`config.mk`:
```
export PLATFORM = sky130hd
export DESIGN_NAME = startup_seq
export DESIGN_NICKNAME = d
export VERILOG_FILES = /design/src/rtl/startup_seq_pkg.sv /design/src/rtl/settle_timer.sv /design/src/rtl/id_classifier.sv /design/src/rtl/startup_seq.sv
export SDC_FILE = /design/constraint.sdc
export NUM_CORES = 1
export LEC_CHECK = 0
export ABC_AREA = 0
export ABC_CLOCK_PERIOD_IN_PS = 5100
export BUFFER_PORTS_ARGS = -buffer_cell sky130_fd_sc_hd__buf_4
export CORE_UTILIZATION = 35
export DETAILED_ROUTE_END_ITERATION = 8
export PLACE_DENSITY_LB_ADDON = 0.05
export SYNTH_ARGS = -nofsm -noshare
export SYNTH_HDL_FRONTEND = slang
export SYNTH_SLANG_ARGS = --single-unit
export TNS_END_PERCENT = 20
```
`constraint.sdc`:
```
create_clock -name clk -period 5.1 [get_ports clk]
set_input_delay 1.53 -clock clk [delete_from_list [all_inputs] [get_ports clk]]
set_output_delay 1.53 -clock clk [all_outputs]
set_load 0.05 [all_outputs]
```
`src/rtl/startup_seq_pkg.sv`:
```
package startup_seq_pkg;

  localparam int unsigned ADDR_W = 5;
  localparam int unsigned DATA_W = 16;
  localparam int unsigned CODE_W = 9;

  localparam logic [ADDR_W-1:0] A_MODE   = 5'h0D;
  localparam logic [ADDR_W-1:0] A_IDENT  = 5'h10;
  localparam logic [ADDR_W-1:0] A_ANGLE  = 5'h0C;
  localparam logic [ADDR_W-1:0] A_STATUS = 5'h06;

  localparam logic [DATA_W-1:0] D_SOFT_RESET = 16'h0020;
  localparam logic [DATA_W-1:0] D_ANGLE_ON   = 16'h001F;
  localparam logic [DATA_W-1:0] ID_VAR_A     = 16'h0051;
  localparam logic [DATA_W-1:0] ID_VAR_B     = 16'h00C1;

  localparam logic [1:0] RS_DEV_ERR = 2'b11;
  localparam logic [1:0] KIND_COMM  = 2'b01;
  localparam logic [1:0] KIND_IDENT = 2'b10;

  typedef enum logic [1:0] {STP_RESET, STP_IDENT, STP_ANGLE, STP_STATUS} step_e;
  typedef enum logic [2:0] {PH_REQ, PH_RSP, PH_SETTLE, PH_DONE, PH_FAIL} phase_e;

  typedef struct packed {
    logic              write;
    logic [ADDR_W-1:0] addr;
    logic [DATA_W-1:0] data;
  } access_t;

  function automatic access_t access_for(step_e s);
    access_t a;
    unique case (s)
      STP_RESET:  a = '{write: 1'b1, addr: A_MODE,   data: D_SOFT_RESET};
      STP_IDENT:  a = '{write: 1'b0, addr: A_IDENT,  data: '0};
      STP_ANGLE:  a = '{write: 1'b1, addr: A_ANGLE,  data: D_ANGLE_ON};
      default:    a = '{write: 1'b0, addr: A_STATUS, data: '0};
    endcase
    return a;
  endfunction

endpackage

```
`src/rtl/settle_timer.sv`:
```
module settle_timer #(
  parameter int unsigned CYCLES = 4
) (
  input  logic clk,
  input  logic rst_n,
  input  logic start,
  output logic expired
);
  localparam int unsigned CW = (CYCLES < 2) ? 1 : $clog2(CYCLES + 1);

  logic [CW-1:0] cnt_q;
  logic          busy_q;

  always_ff @(posedge clk or negedge rst_n) begin
    if (!rst_n) begin
      cnt_q  <= '0;
      busy_q <= 1'b0;
    end else if (start) begin
      cnt_q  <= CW'(CYCLES - 1);
      busy_q <= 1'b1;
    end else if (busy_q) begin
      if (cnt_q == '0) busy_q <= 1'b0;
      else             cnt_q  <= cnt_q - 1'b1;
    end
  end

  assign expired = busy_q && (cnt_q == '0);
endmodule

```
`src/rtl/id_classifier.sv`:
```
module id_classifier
  import startup_seq_pkg::*;
(
  input  logic [DATA_W-1:0] ident,
  output logic              known,
  output logic              is_b
);
  logic hit_a, hit_b;
  assign hit_a = (ident == ID_VAR_A);
  assign hit_b = (ident == ID_VAR_B);
  assign known = hit_a | hit_b;
  assign is_b  = hit_b;
endmodule

```
`src/rtl/startup_seq.sv`:
```
module startup_seq
  import startup_seq_pkg::*;
#(
  parameter int unsigned CLK_KHZ   = 50000,
  parameter int unsigned SETTLE_MS = 26
) (
  input  logic              clk,
  input  logic              rst_n,
  output logic              req_valid,
  input  logic              req_ready,
  output logic              req_write,
  output logic [ADDR_W-1:0] req_addr,
  output logic [DATA_W-1:0] req_data,
  input  logic              rsp_valid,
  output logic              rsp_ready,
  input  logic [DATA_W-1:0] rsp_data,
  input  logic [1:0]        rsp_status,
  input  logic              rsp_crc_err,
  output logic              ready,
  output logic              variant,
  output logic              err,
  output logic [1:0]        err_kind,
  output logic              fault,
  output logic [CODE_W-1:0] fault_code
);
  localparam int unsigned SETTLE_CYCLES = (CLK_KHZ * SETTLE_MS < 1) ? 1 : CLK_KHZ * SETTLE_MS;

  step_e             step_q, saved_step_q, post_step;
  phase_e            phase_q;
  logic [DATA_W-1:0] saved_data_q, post_data;
  logic              variant_q, fault_q;
  logic [1:0]        kind_q;
  logic [CODE_W-1:0] code_q;
  access_t           cur;

  logic rsp_fire, need_recover, ok_fire, timer_go, settled, id_known, id_b;

  assign cur          = access_for(step_q);
  assign rsp_fire     = (phase_q == PH_RSP) && rsp_valid;
  assign need_recover = (rsp_status == RS_DEV_ERR) && (step_q != STP_STATUS);
  assign ok_fire      = rsp_fire && !rsp_crc_err && !need_recover;
  assign post_step    = (step_q == STP_STATUS) ? saved_step_q : step_q;
  assign post_data    = (step_q == STP_STATUS) ? saved_data_q : rsp_data;
  assign timer_go     = ok_fire && (post_step == STP_RESET);

  settle_timer #(.CYCLES(SETTLE_CYCLES)) u_timer (
    .clk(clk), .rst_n(rst_n), .start(timer_go), .expired(settled)
  );

  id_classifier u_cls (.ident(post_data), .known(id_known), .is_b(id_b));

  always_ff @(posedge clk or negedge rst_n) begin
    if (!rst_n) begin
      step_q       <= STP_RESET;
      phase_q      <= PH_REQ;
      saved_step_q <= STP_RESET;
      saved_data_q <= '0;
      variant_q    <= 1'b0;
      kind_q       <= 2'b00;
      fault_q      <= 1'b0;
      code_q       <= '0;
    end else begin
      unique case (phase_q)
        PH_REQ: if (req_ready) phase_q <= PH_RSP;
        PH_RSP: if (rsp_valid) begin
          if (rsp_crc_err) begin
            kind_q  <= KIND_COMM;
            phase_q <= PH_FAIL;
          end else if (need_recover) begin
            saved_step_q <= step_q;
            saved_data_q <= rsp_data;
            step_q       <= STP_STATUS;
            phase_q      <= PH_REQ;
          end else begin
            if (step_q == STP_STATUS) begin
              fault_q <= 1'b1;
              code_q  <= rsp_data[CODE_W-1:0];
            end
            unique case (post_step)
              STP_RESET: phase_q <= PH_SETTLE;
              STP_IDENT: begin
                if (id_b) begin
                  variant_q <= 1'b1;
                  step_q    <= STP_ANGLE;
                  phase_q   <= PH_REQ;
                end else if (id_known) begin
                  variant_q <= 1'b0;
                  phase_q   <= PH_DONE;
                end else begin
                  kind_q  <= KIND_IDENT;
                  phase_q <= PH_FAIL;
                end
              end
              STP_ANGLE: phase_q <= PH_DONE;
              default: begin
                kind_q  <= KIND_COMM;
                phase_q <= PH_FAIL;
              end
            endcase
          end
        end
        PH_SETTLE: if (settled) begin
          step_q  <= STP_IDENT;
          phase_q <= PH_REQ;
        end
        default: ;
      endcase
    end
  end

  assign req_valid  = (phase_q == PH_REQ);
  assign req_write  = cur.write;
  assign req_addr   = cur.addr;
  assign req_data   = cur.data;
  assign rsp_ready  = (phase_q == PH_RSP);
  assign ready      = (phase_q == PH_DONE);
  assign err        = (phase_q == PH_FAIL);
  assign variant    = ready && variant_q;
  assign err_kind   = kind_q;
  assign fault      = fault_q;
  assign fault_code = code_q;
endmodule

```
After elaboration in Yosys (flattened, before gate mapping):

Cells that the tools add are included.

* register bits after elaboration: 58
* output and inout port bits: 39
* word-level logic and storage cells: 95
* bits of input ports: 23

* bitwise logic cells: 3
* add/subtract/negate cells: 1
* multiplexer cells: 32
* reductions and logical operators: 25
* equality and inequality tests: 24

Operators by type and width (number)
* 22-bit one-hot mux with 3 select lines: 1
* 21-bit 2-to-1 mux: 3
* 2-bit 2-to-1 mux: 11
* 21-bit zero test: 1
* 3-bit 2-to-1 mux: 7
* 21-bit by 1-bit subtractor with 21-bit output, second input constant: 1
* 3-bit one-hot mux with 3 select lines: 2
* 6-bit AND reduction: 3
* 16-bit by 7-bit equality test with 1-bit output, second input constant: 1
* 16-bit by 8-bit equality test with 1-bit output, second input constant: 1
* 16-bit 2-to-1 mux: 1
* 2-bit != test, second input constant: 6
* 2-bit equality test, second input constant: 4
* 2-bit one-hot mux with 2 select lines: 2
* 4-bit AND reduction: 2
* 1-bit logical AND: 7
* 3-bit by 2-bit equality test with 1-bit output, second input constant: 2
* 3-bit by 1-bit != test with 1-bit output, second input constant: 2
* 3-bit != test, second input constant: 2
* 2-bit nonzero test: 3
* 1-bit 2-to-1 mux: 5
* 5-bit AND reduction: 1
* 2-bit by 1-bit equality test with 1-bit output, second input constant: 2
* 2-bit zero test: 2
* other kinds (10): 13

Longest topological paths before layout:

* depth in word-level cells: 11
* mapped depth: 8

Hierarchy:

A second synthesis with hierarchy kept.

* cell total of the unflattened synthesis: 318
* area total of the unflattened synthesis: 3354.5 sq um

Modules (own cells, without submodules)
* startup_seq: times used 1, sequential area each 900.9 sq um, area each 2011.9 sq um, cells an instance 171
* settle_timer: times used 1, sequential area each 550.5 sq um, area each 1280.0 sq um, cells an instance 138
* id_classifier: times used 1, sequential area each 0.0 sq um, area each 62.6 sq um, cells an instance 9

Worst setup path before layout:

Ideal clock, no wire load.

* path kind: register to output
* from: register step_q[0]
* to: output port req_addr[2]
* path buffers: 1
* path slack: 1.520 ns
* cell stages (with the launch flop): 5
* data arrival time: 2.050 ns
* cell sequence: dfrtp_1 -> clkbuf_1 -> inv_1 -> nor2_1 -> inv_1

* cells in the longest elaborated chain, start to end: 2
* elaborated cells on any way between the ends: 4
* those cells by class: 2 x eq/ne; 1 x mux; 1 x reduce/logical

RTL lines
* start, declared: RTL line startup_seq.sv:28 `step_e step_q, saved_step_q, post_step;`
* start signal, assigned: RTL line startup_seq.sv:54 `step_q <= STP_RESET;`
* start signal, assigned: RTL line startup_seq.sv:72 `step_q <= STP_STATUS;`
* start signal, assigned: RTL line startup_seq.sv:84 `step_q <= STP_ANGLE;`
* 2-bit equality test, or another cell as far along: RTL line startup_seq_pkg.sv:32 `unique case (s)`
* 22-bit one-hot mux with 3 select lines *: RTL line startup_seq_pkg.sv:32
* end, declared: RTL line startup_seq.sv:12 `output logic [ADDR_W-1:0] req_addr,`

Mark *: on every way between the ends. The rest lies on a longest branch, timed or not.

Worst setup path after layout:

* from: register step_q[1]
* to: output port req_addr[1]

The elaborated chain is that of the path after synthesis.

==> metrics.md <==
| Metric | Value |
|---|---|
| Final instance area | 3650 µm² |
| Reg2Reg Depth | 5 |
| Initial Utilization | 36.5% |
| Via/cell ratio | 5.10 |
| Worst Setup End Kind | output pin |
| Peak supply drop | 0.110 mV |
| Max Freq | 318 MHz |
| Leading area contributor after synthesis | dfrtp_1 |
| Max_slew headroom | 25.7% |
| Diode count | 0 |
| Ys async rst share | 100% |
| TritonCTS Buffers | 9 |
| EDFF count, synth | 0 |
| Iter 0 DRT Violations | 95 |
| TritonCTS clock tree | built |
| Register area share after synthesis | 48.2% |
| Share of the synthesized area in the top cell type | 48.2% |
| Gpl congestion | 0.764 |
| Synthesized area | 3010 µm² |
| CTS resizes | 0 |
| Root Buffer | clkbuf_8 |
| CP Max Fanout | 11 |
| Layout cells sized above 1 | 30.2% |
| Setup_tns | 0 ns |
| Family with the most delay on the worst path | flip-flops |
| Routed len/inst | 14.6 µm |
| Drc violations | 0 |
| Clock Skews | 0.00843 ns |
| Grt ovf | 0 |
| Area Growth Syn to Fin | 21.0% |
| Routed vias | 2258 |
| Run status | completed |
| TritonCTS Sinks | 58 |
| Worst-skew pair later-pin latency | 0.33 ns |
| Hold path depth | 1 |
| Initial antenna violation count | 0 |
| Unrepaired setup endpoints after global routing | false |
| Static leakage | 1.62 nW |
| Critical-path top delay cell | dfrtp_1 |
| Routed Wire Length | 6470 µm |
| DP HPWL | 4510 µm |
| Hold path start | fault |
| Worst Path Arrival | 1.62 ns |
| Predominant post-synthesis flop cell | dfrtp_1 |
| Dpl cell area | 3410 µm² |
| Die ar. | 8980 µm² |
| Syn Inst Count | 285 |
| Final setup fails | 0 |
| CP Cell Sequence | nand2_1, inv_1, buf_4 |
| Layout Nets | 358 |
| Worst EP required | 3.57 ns |
| RR Endpoint | u_timer.cnt_q[1] |
| Filler Cells Inserted | 809 |
| Worst r2r src | u_timer.cnt_q[18] |
| Final min period | 3.15 ns |
| Slowest stage delay, CP | 0.54 ns |
| Number of synthesized register bits | 58 |
| H-tree level count | 3 |
| Die X | 94.8 µm |
| Max_cap viols | 0 |
| Number of buffers added on ports | 51 |
| Critical path type | reg -> out |
| Cts hold-fix bufs | 0 |
| Fin crit share | 61.7% |
| Via count of the first global-routing pass | 2218 |
| Worst-path clk slew | 0.07 ns |
| Synth area leaders | dfrtp_1 48%, mux2_2 9.7%, xnor2_1 5.5% |
| Area of the core | 8260 µm² |
| Row cnt | 33 |
| DIE HEIGHT | 94.8 µm |
| Flop-to-flop setup slack | 2.71 ns |
| First-pass GRT wire length | 10900 µm |
| Most common cell in the netlist | dfrtp_1 |
| Synth cell types | 49 |
| IO Pins | 62 |
| Top cells by count, synth | 58 x dfrtp_1, 28 x nand2_1, 26 x mux2_2 |
| Endpoints failing hold | 0 |
| Slew Limit Fails | 0 |
| Worst slew pin tran | 1.11 ns |
| DRT antenna net count | 0 |
| Pwr/cell area | 278 nW/µm² |
| CP Launch Type | flop |
| Yosys Warn Count | 0 |
| CTS max path bufs | 2 |
| Hold WC Path Type | reg -> reg |
| Avg Cell Area, Syn | 10.6 µm² |
| Bufs and invs on worst path | 2 |
| Total track usage | 16.1% |
| Largest net degree at the start of global routing | 59 |
| Min-Delay Endpoint | fault |
| Post-CTS Setup Repair Bufs | 0 |
| 1st-pass router iterations | 4 |
logic make-up (layout without fill, tap and decap cells):
kind of cell | after synthesis | in the layout | synth area share, %
multiplexers | 26 | 26 | 9.72
flip-flops | 58 | 58 | 48.2
buffers and inverters | 33 | 77 | 6.27
other | 1 | 10 | 0.124
AND/OR/NAND/NOR | 112 | 112 | 21.6
adder cells (fa/ha/maj) | 2 | 2 | 0.830
AO/OA/AOI/OAI | 33 | 33 | 7.43
XOR/XNOR | 20 | 20 | 5.81
flip-flops by register name, summed over array words and instances, names as in the netlist, 2 cells and up:
name           cells
u_timer.cnt_q     21
err_kind           2
saved_data_q      16
fault_code         9
saved_step_q       2
step_q             2
phase_q            3
report_power, final:
group          total [mW]  leakage [nW]  switching [mW]  internal (mW)
logic              0.0470         0.811          0.0339         0.0131
clock network       0.506         0.120           0.184          0.322
registers           0.460         0.686               0          0.460
cells in the final DEF (no fill, tap or decap), types with 3 or more instances in the layout:
master      n
inv_1       9
or3_1       3
mux2_2     26
nand2b_1    5
xnor2_1    19
conb_1     10
nor2_1     16
nor2b_1     4
dfrtp_1    58
buf_4      52
nand4_1     7
clkbuf_8    9
nor3b_1     3
clkinv_2    3
a21o_1      4
o21ai_0     3
nand2_1    28
bufinv_16   3
nor4b_1     3
nor4_1     10
a21oi_1     9
nand3_1     8
nor3_1     10
how the worst max path moves through the flow:
stage,to,depth (start not counted),start
3_3_place_gp,u_timer.cnt_q[15],6,rsp_crc_err
2_1_floorplan,req_addr[2],4,step_q[0]
4_1_cts,req_addr[1],3,step_q[1]
5_1_grt,req_addr[1],3,step_q[1]
6_report,req_addr[1],3,step_q[1]
3_5_place_dp,u_timer.cnt_q[9],6,rsp_crc_err
routing by layer:
metal	global-route usage [%]	share of wire [%]	up-vias
li1	-	-	1086
met1	20.3	46	1118
met2	25.9	49	50
met3	5.56	4.0	4
met4	4.92	0.74	0
met5	0	0	-
per-stage QoR:
| stage | utilization, % | setup WS (ns) | power [mW] | std cells | hold WS [ns] |
|---|---|---|---|---|---|
| floorplan | - | 1.52 | 0.495 | 294 | 0.449 |
| global placement | 41.3 | 2.02 | 0.517 | 427 | 0.453 |
| detailed placement | 41.3 | 2.00 | 0.517 | 427 | 0.462 |
| CTS | 44.2 | 1.93 | 1.03 | 443 | 0.483 |
| global route | 44.2 | 1.83 | 1.05 | 443 | 0.519 |
| finish | 44.2 | 1.95 | 1.01 | 443 | 0.478 |
layout make-up:
| type | instances | area [µm²] | area share [%] |
|---|---|---|---|
| clock buffers | 10 | 128 | 3.50 |
| clock inverters | 6 | 105 | 2.88 |
| inverters | 9 | 33.8 | 0.927 |
| multi-input cells | 203 | 1410 | 38.6 |
| flip-flops and latches | 58 | 1450 | 39.8 |
| well taps | 105 | 131 | 3.60 |
| repair buffers | 52 | 390 | 10.7 |
No activity file was read; power rests on OpenSTA's default activity.
